`config.mk`:
```
export PLATFORM = sky130hd
export DESIGN_NAME = fb_divider
export DESIGN_NICKNAME = d
export VERILOG_FILES = /design/src/rtl/fbdiv_pkg.sv /design/src/rtl/fbdiv_ratio_stage.sv /design/src/rtl/fbdiv_datapath.sv /design/src/rtl/fbdiv_control.sv /design/src/rtl/fb_divider.sv
export SDC_FILE = /design/constraint.sdc
export NUM_CORES = 1
export LEC_CHECK = 0
export BUFFER_PORTS_ARGS = -buffer_cell sky130_fd_sc_hd__buf_2
export CAP_MARGIN = 25
export CORE_MARGIN = 2
export CORE_UTILIZATION = 59
export CTS_BUF_LIST = sky130_fd_sc_hd__clkbuf_16
export DETAILED_ROUTE_END_ITERATION = 16
export PLACE_DENSITY = 0.79
export SLEW_MARGIN = 5
export SYNTH_ARGS = -nofsm -noshare
export SYNTH_HDL_FRONTEND = slang
export SYNTH_SLANG_ARGS = --single-unit
```
`constraint.sdc`:
```
create_clock -name clk -period 2.5 [get_ports clk]
set_clock_uncertainty 0.05 [all_clocks]
set_input_delay 0.375 -clock clk [delete_from_list [all_inputs] [get_ports clk]]
set_output_delay 0.375 -clock clk [all_outputs]
set_load 0.02 [all_outputs]
```
`src/rtl/fbdiv_pkg.sv`:
```
package fbdiv_pkg;
  // Strobes the control sends to the datapath each cycle
  typedef struct packed {
    logic xfer;    // copy pending ratio into active stage
    logic reload;  // reload counter from active stage
  } divStrobe_t;
endpackage

```
`src/rtl/fbdiv_ratio_stage.sv`:
```
module fbdiv_ratio_stage #(
  parameter int RATIO_W     = 15,
  parameter int MIN_RATIO   = 17,
  parameter int RESET_RATIO = 256
) (
  input  logic               clk,
  input  logic               rstN,
  input  logic [RATIO_W-1:0] ratioIn,
  input  logic               ratioWr,
  input  logic               shortFrame,
  output logic [RATIO_W-1:0] pendingRatio
);
  localparam logic [RATIO_W-1:0] MinVal   = RATIO_W'(MIN_RATIO);
  localparam logic [RATIO_W-1:0] ResetVal = RATIO_W'(RESET_RATIO);

  logic [RATIO_W-1:0] masked;
  logic [RATIO_W-1:0] legal;

  // Short frame carries one bit less: clear the top bit
  always_comb begin
    masked = ratioIn;
    if (shortFrame) masked[RATIO_W-1] = 1'b0;
  end

  generate
    if (MIN_RATIO > 0) begin : g_clamp
      assign legal = (masked < MinVal) ? MinVal : masked;
    end else begin : g_noclamp
      assign legal = masked;
    end
  endgenerate

  always_ff @(posedge clk) begin
    if (!rstN)        pendingRatio <= ResetVal;
    else if (ratioWr) pendingRatio <= legal;
  end
endmodule

```
`src/rtl/fbdiv_datapath.sv`:
```
module fbdiv_datapath
  import fbdiv_pkg::*;
#(
  parameter int RATIO_W     = 15,
  parameter int RESET_RATIO = 256
) (
  input  logic               clk,
  input  logic               rstN,
  input  divStrobe_t         strobe,
  input  logic [RATIO_W-1:0] pendingRatio,
  output logic [RATIO_W-1:0] activeRatio,
  output logic [RATIO_W-1:0] countVal,
  output logic               cntZero,
  output logic               cntOne
);
  localparam logic [RATIO_W-1:0] ResetVal = RATIO_W'(RESET_RATIO);
  localparam logic [RATIO_W-1:0] One      = RATIO_W'(1);

  always_ff @(posedge clk) begin
    if (!rstN)            activeRatio <= ResetVal;
    else if (strobe.xfer) activeRatio <= pendingRatio;
  end

  always_ff @(posedge clk) begin
    if (!rstN)              countVal <= ResetVal - One;
    else if (strobe.reload) countVal <= activeRatio - One;
    else                    countVal <= countVal - One;
  end

  assign cntZero = (countVal == '0);
  assign cntOne  = (countVal == One);
endmodule

```
`src/rtl/fbdiv_control.sv`:
```
module fbdiv_control
  import fbdiv_pkg::*;
(
  input  logic       clk,
  input  logic       rstN,
  input  logic       cntZero,
  input  logic       cntOne,
  output divStrobe_t strobe,
  output logic       divPulse,
  output logic       divHalf
);
  always_comb begin
    strobe.xfer   = cntOne;
    strobe.reload = cntZero;
  end

  assign divPulse = cntZero;

  always_ff @(posedge clk) begin
    if (!rstN)        divHalf <= 1'b0;
    else if (cntZero) divHalf <= ~divHalf;
  end
endmodule

```
`src/rtl/fb_divider.sv`:
```
module fb_divider
  import fbdiv_pkg::*;
#(
  parameter int RATIO_W     = 15,
  parameter int MIN_RATIO   = 17,
  parameter int RESET_RATIO = 256
) (
  input  logic               clk,
  input  logic               rstN,
  input  logic [RATIO_W-1:0] ratioIn,
  input  logic               ratioWr,
  input  logic               shortFrame,
  output logic               divPulse,
  output logic               divHalf
);
  divStrobe_t         strobe;
  logic [RATIO_W-1:0] pendingRatio;
  logic [RATIO_W-1:0] activeRatio;
  logic [RATIO_W-1:0] countVal;
  logic               cntZero;
  logic               cntOne;

  fbdiv_ratio_stage #(
    .RATIO_W(RATIO_W), .MIN_RATIO(MIN_RATIO), .RESET_RATIO(RESET_RATIO)
  ) u_stage (
    .clk(clk), .rstN(rstN), .ratioIn(ratioIn), .ratioWr(ratioWr),
    .shortFrame(shortFrame), .pendingRatio(pendingRatio)
  );

  fbdiv_datapath #(
    .RATIO_W(RATIO_W), .RESET_RATIO(RESET_RATIO)
  ) u_dp (
    .clk(clk), .rstN(rstN), .strobe(strobe), .pendingRatio(pendingRatio),
    .activeRatio(activeRatio), .countVal(countVal),
    .cntZero(cntZero), .cntOne(cntOne)
  );

  fbdiv_control u_ctl (
    .clk(clk), .rstN(rstN), .cntZero(cntZero), .cntOne(cntOne),
    .strobe(strobe), .divPulse(divPulse), .divHalf(divHalf)
  );
endmodule

```
==> results.md, run 1 <==
* Worst setup SP type: register
* Minimum clock period at 2180 ps
* Top cell type's share of synthesized area at 0.388
* Core area at around 3900 µm²
* Post-CTS setup buffers at 0
* DRC at 0
* Comb pwr share at 0.061
* H-tree Lvls at 2
* # rows at 23
* Hold buffers post-CTS at 0
* Sw Pwr at 0.000349 W
* Dpl cells at approximately 330
* Worst EP required at 2080 ps
* HP Class: input port to register
* CP arrival at approximately 1800 ps
* Crit path kind: register to output port
* Final cycle utilization of the critical path at 0.871
* Final setup TNS at 0 ps
* FILL cells at 336
* Status: completed
* FF-to-FF setup slack at roughly 460 ps
* Buffers & Inverters on Critical Path at 1
* Clock Pin Slew Worst Setup and Hold Paths at 60 ps
* Die W at 67.4 µm
* Vias per cell at 5.94
* CTS tree: done
* Cells on worst reg2reg path at 4
* Final number of max-transition violations at 0
* Slew @ Worst Pin at 614 ps
* Wirelength, routed at 5010 µm
* Most frequent cell after synthesis: dfxtp_1
* First-pass GRT wire length at about 8600 µm
* Commonest register cell after synthesis: dfxtp_1
* Setup ws final at 322 ps
* Share of cells above drive strength 1 at 0.168
* Mapped Cells at 265
* Reg2reg end: u_dp.countVal[13]
* Initial antenna violation count at 0
* Fin area at around 2700 µm²
* Internal power at approximately 0.0013 W
* N_diodes at 0
* Max VDD drop at 0.493 mV
* Initial Util at 0.602
* Leakage power at 1.00 nW
* Fraction of registers with async set/reset at 0
* Synth top cells by count: dfxtp_1 (46), nor2_1 (28), o21ai_0 (22), a21oi_1 (20), nand3_1 (19)
* Top post-synthesis cells by area: dfxtp_1 (39%), mux2i_1 (5.1%), xor2_1 (4.8%)
* Relative slew slack at 0.587
* Synthesis-to-finish area growth at 12.1%
* Place WS at between 400 and 500 ps
* WL/cell at 15.0 µm
* Crit path from: u_dp.countVal[2]
* Leading area contributor after synthesis: dfxtp_1
* I/O Pins at 21
* Cts repair resizes at 0
* Syn_area_per_cell at 8.95 µm²
* Largest net degree at the start of global routing at 19
* Clk pwr share at 0.463
* Final setup fails at 0
* Placer Congestion at around 0.86
* Drt first-iter violations at 82
* Fin cells at 335
* DR vias at around 2.0k
* GRT Overall Usage at 0.254
* Final nets at approximately 310
* CP delay by family, top: simple AND/OR/NAND/NOR gates
* Max Clock Freq at about 0.46 GHz
* Worst-Skew Late Latency at between 200 and 300 ps
* Clock sink count at 46
* IO buf count at 20
* Sw frac at 0.217
* Synthesized Nets at 288
* TritonCTS Buffers at 5
* CP endpoint: divPulse
* Crit. End Element: output port
* Max cap viols at 0
* Cell Area, Synth at 2370 µm²
* Unrepaired setup endpoints after global routing: no
* Vias in the first global route at about 1.9k
* Yosys Warn Count at 0
* 1st-pass router iterations at 4
* Max stage delay cell, worst path: nor4_4
* Die ar. at 4540 µm²
* CTS Root Cell: clkbuf_16
* FF+latch count, synth at 46
* Clock Tree Buf Depth at 2
* Post-synth EDFFs at 0
* Die H at 67.4 µm
* HPWL after detailed placement at 3530 µm
* Crit Path Max Fanout at 9
* Flop pwr share at 0.476
* Cell Pwr Density at 605 nW/µm²
* Critical Path Stages at 4
* ANT nets after route at 0
* Slowest stage delay, CP at 520 ps
* Sequential area share after synthesis at 0.388
* DP Area at 2490 µm²
* Global route overflow at 0
* Synth unique cells at 50
* Crit-path cells: nor4_4, nand4_2, nor2_1, buf_2
* Final Hold Fails at 0
* Worst r2r src: u_dp.countVal[2]
layer usage:
metal / GRT usage / share of wire
met5: 0 / 0
met2: 0.438 / 0.47
met1: 0.316 / 0.47
met4: 0.0918 / 0.017
met3: 0.0500 / 0.044
power by group through the flow:
| stage | clock network, W | registers (W) | logic, W |
|---|---|---|---|
| floorplan | 0 | 0.000775 | 0.0000681 |
| global placement | 0 | 0.000781 | 0.0000958 |
| detailed placement | 0 | 0.000781 | 0.0000982 |
| CTS | 0.000756 | 0.000765 | 0.0000984 |
| global route | 0.000785 | 0.000766 | 0.000111 |
| finish | 0.000745 | 0.000765 | 0.0000987 |
state kept, by name, indices dropped and copies added (netlist names):
| signal | count |
|---|---|
| u_ctl.divHalf | 1 |
| u_stage.pendingRatio | 15 |
| u_dp.activeRatio | 15 |
| u_dp.countVal | 15 |
worst min path at each step:
stage | start | end | slack, ps | cells after the start
4_1_cts | ratioIn[8] | u_stage.pendingRatio[8] | 260 | 3
5_1_grt | ratioIn[2] | u_stage.pendingRatio[2] | 270 | 2
2_1_floorplan | u_stage.pendingRatio[8] | u_stage.pendingRatio[8] | 390 | 2
6_report | ratioIn[8] | u_stage.pendingRatio[8] | 270 | 3
3_3_place_gp | u_stage.pendingRatio[0] | u_dp.activeRatio[0] | 410 | 2
3_5_place_dp | u_stage.pendingRatio[4] | u_dp.activeRatio[4] | 410 | 2
through the flow:
stage / total power [W] / utilization / hold WS (ps)
floorplan: 0.000843 / - / 391
global placement: 0.000876 / 0.632 / 407
detailed placement: 0.000879 / 0.632 / 409
CTS: 0.00162 / 0.675 / 263
global route: 0.00166 / 0.675 / 274
finish: 0.00161 / 0.675 / 268
cell families (layout without fill, tap and decap cells):
| group | after synthesis | count (layout) | share of synthesized area |
|---|---|---|---|
| DFF | 46 | 46 | 0.388 |
| AOI/OAI and AO/OA | 64 | 64 | 0.161 |
| and+or+nand+nor | 100 | 100 | 0.261 |
| adders and majority gates | 4 | 4 | 0.0211 |
| buffers and inverters | 19 | 39 | 0.0427 |
| xor gates and xnor gates | 19 | 19 | 0.0701 |
| muxes | 13 | 13 | 0.0554 |
cell usage in the layout (no fill, tap or decap), drive strengths merged, types with 4 or more instances in the layout:
cell type   n
mux2i      12
dfxtp      46
nor4       10
nor3        6
buf        25
or4         5
a21oi      20
clkbuf      5
nand4       7
ha          4
o22ai       6
inv         6
xnor2       6
o21ai      23
xor2       13
a211oi      4
nand2       7
nor2       28
nand3      19
worst min-delay path: cells and delay by family:
family | cells | cell delay [ps]
buffers and inverters | 1 | 80
and+or+nand+nor | 1 | 60
muxes | 1 | 60
final cells by class:
type / instances / area, µm² / share of cell area
multi-input cells: 200 / 1350 / 0.508
flip-flops and latches: 46 / 921 / 0.346
repair buffers: 25 / 138 / 0.0517
clock buffers: 5 / 125 / 0.0470
well taps: 50 / 62.6 / 0.0235
clock inverters: 3 / 41.3 / 0.0155
inverters: 6 / 22.5 / 0.00847
Note: power is estimated with default switching activity, not from simulation.
==> inputs of run 2 (changes only) <==
--- a/config.mk
+++ b/config.mk
@@ -11,7 +11,7 @@
 export CORE_UTILIZATION = 59
 export CTS_BUF_LIST = sky130_fd_sc_hd__clkbuf_16
 export DETAILED_ROUTE_END_ITERATION = 16
-export PLACE_DENSITY = 0.79
+export PLACE_DENSITY = 0.77
 export SLEW_MARGIN = 5
 export SYNTH_ARGS = -nofsm -noshare
 export SYNTH_HDL_FRONTEND = slang
==> results.md, run 2 (same netlist as run 1, synthesis figures left out) <==
* Max VDD drop at 0.487 mV
* Slowest stage delay, CP at 530 ps
* Clock sink count at 46
* CP arrival at ~1800 ps
* Comb pwr share at 0.061
* Placer Congestion at between 0.8 and 0.9
* Minimum clock period at 2200 ps
* Share of cells above drive strength 1 at 0.165
* Wirelength, routed at 4790 µm
* Worst-Skew Late Latency at roughly 280 ps
* HPWL after detailed placement at 3500 µm
* Flop pwr share at 0.483
* Synthesis-to-finish area growth at 11.8%
* Die W at 67.4 µm
* DR vias at 1,976
* # rows at 23
* Final setup TNS at 0 ps
* Max Clock Freq at 0.454 GHz
* Clk pwr share at 0.457
* Final nets at around 300
* Unrepaired setup endpoints after global routing: no
* Fin area at 2650 µm²
* 1st-pass router iterations at 4
* N_diodes at 0
* Post-CTS setup buffers at 0
* Crit. End Element: output port
* Crit Path Max Fanout at 9
* Clock Pin Slew Worst Setup and Hold Paths at 60 ps
* H-tree Lvls at 2
* Global route overflow at 0
* Relative slew slack at 0.601
* Crit path kind: register to output port
* I/O Pins at 21
* Biggest regs: u_dp.activeRatio (15), u_dp.countVal (15), u_stage.pendingRatio (15)
* GRT Overall Usage at 0.234
* Initial Util at 0.602
* Final setup fails at 0
* Cell Pwr Density at about 600 nW/µm²
* Vias per cell at a little under 6
* Worst EP required at 2080 ps
* Vias in the first global route at 1,718
* Status: completed
* Internal power at roughly 0.0013 W
* Leakage power at 0.999 nW
* Final cycle utilization of the critical path at 0.881
* Drt first-iter violations at 99
* Most frequent cells in the layout: dfxtp_1 (46), nor2_1 (28), o21ai_0 (22)
* Core area at 3940 µm²
* WL/cell at about 14 µm
* CTS tree: done
* FF-to-FF setup slack at 430 ps
* Buffers & Inverters on Critical Path at 1
* Initial antenna violation count at 0
* Largest net degree at the start of global routing at 27
* CP delay by family, top: simple AND/OR/NAND/NOR gates
* Final number of max-transition violations at 0
* IO buf count at 20
* Sw frac at 0.208
* Worst setup SP type: register
* WHS at 272 ps
* First-pass GRT wire length at 8030 µm
* DP Area at 2490 µm²
* ANT nets after route at 0
* Final Hold Fails at 0
* Max stage delay cell, worst path: nor4_4
* Hold buffers post-CTS at 0
* Slew @ Worst Pin at ~600 ps
* Die ar. at about 4500 µm²
* CTS Root Cell: clkbuf_16
* Commonest non-fill, non-tap cell in the layout: dfxtp_1
* DRC at 0
* Sw Pwr at 0.000330 W
* Cts repair resizes at 0
* Max cap viols at 0
* HP Class: input port to register
* Die H at 67.4 µm
* TritonCTS Buffers at 5
* Crit-path cells: nor4_4, nand4_2, nor2_1, buf_2
* Clock Tree Buf Depth at 2
==> run 2: final timing paths <==
path,start,to,cells past startpoint
worst max-delay path,u_dp.countVal[2],divPulse,4
worst min-delay path,ratioIn[2],u_stage.pendingRatio[2],2
worst max register to register,u_dp.countVal[2],u_dp.countVal[13],4
worst min register to register,u_stage.pendingRatio[2],u_dp.activeRatio[2],2
==> run 2: power by group through the flow <==
| stage | Sequential (W) | Clock [W] | Combinational, W |
|---|---|---|---|
| finish | 0.000766 | 0.000726 | 0.0000961 |
| global route | 0.000768 | 0.000770 | 0.000107 |
| CTS | 0.000766 | 0.000742 | 0.0000964 |
| detailed placement | 0.000782 | 0 | 0.0000960 |
| global placement | 0.000781 | 0 | 0.0000948 |
| floorplan | 0.000775 | 0 | 0.0000681 |
==> run 2: through the flow <==
| stage | std cells | utilization | total power [W] | worst slack (ps) |
|---|---|---|---|---|
| 2_1_floorplan | 265 | - | 0.000843 | 580 |
| 3_3_place_gp | 326 | 0.631 | 0.000876 | 493 |
| 3_5_place_dp | 326 | 0.631 | 0.000878 | 473 |
| 6_report | 334 | 0.673 | 0.00159 | 298 |
| 4_1_cts | 334 | 0.673 | 0.00160 | 293 |
| 5_1_grt | 334 | 0.673 | 0.00165 | 106 |
==> run 2: cell type report <==
cell class	count	area [µm²]
Sequential cell	46	921
Clock buffer	5	125
Clock inverter	3	41.3
Tap cell	50	62.6
Multi-Input combinational cell	200	1350
Inverter	6	22.5
Timing Repair Buffer	24	130
Fill cell	326	1290
==> run 2: layer usage <==
metal	global-route usage	up-vias	wire (µm)	part of all wire
met5	0	-	0	0
li1	-	1010	-	-
met2	0.391	46	2200	0.46
met3	0.0500	5	189	0.039
met1	0.304	915	2340	0.49
met4	0.0689	0	59	0.012
==> run 2: worst register-to-register path: cells and delay by family (launching register included) <==
kind | cells | cell delay (ps)
AO/OA/AOI/OAI | 1 | 60
flip-flops | 1 | 390
multiplexers | 1 | 250
AND/OR/NAND/NOR | 2 | 1210
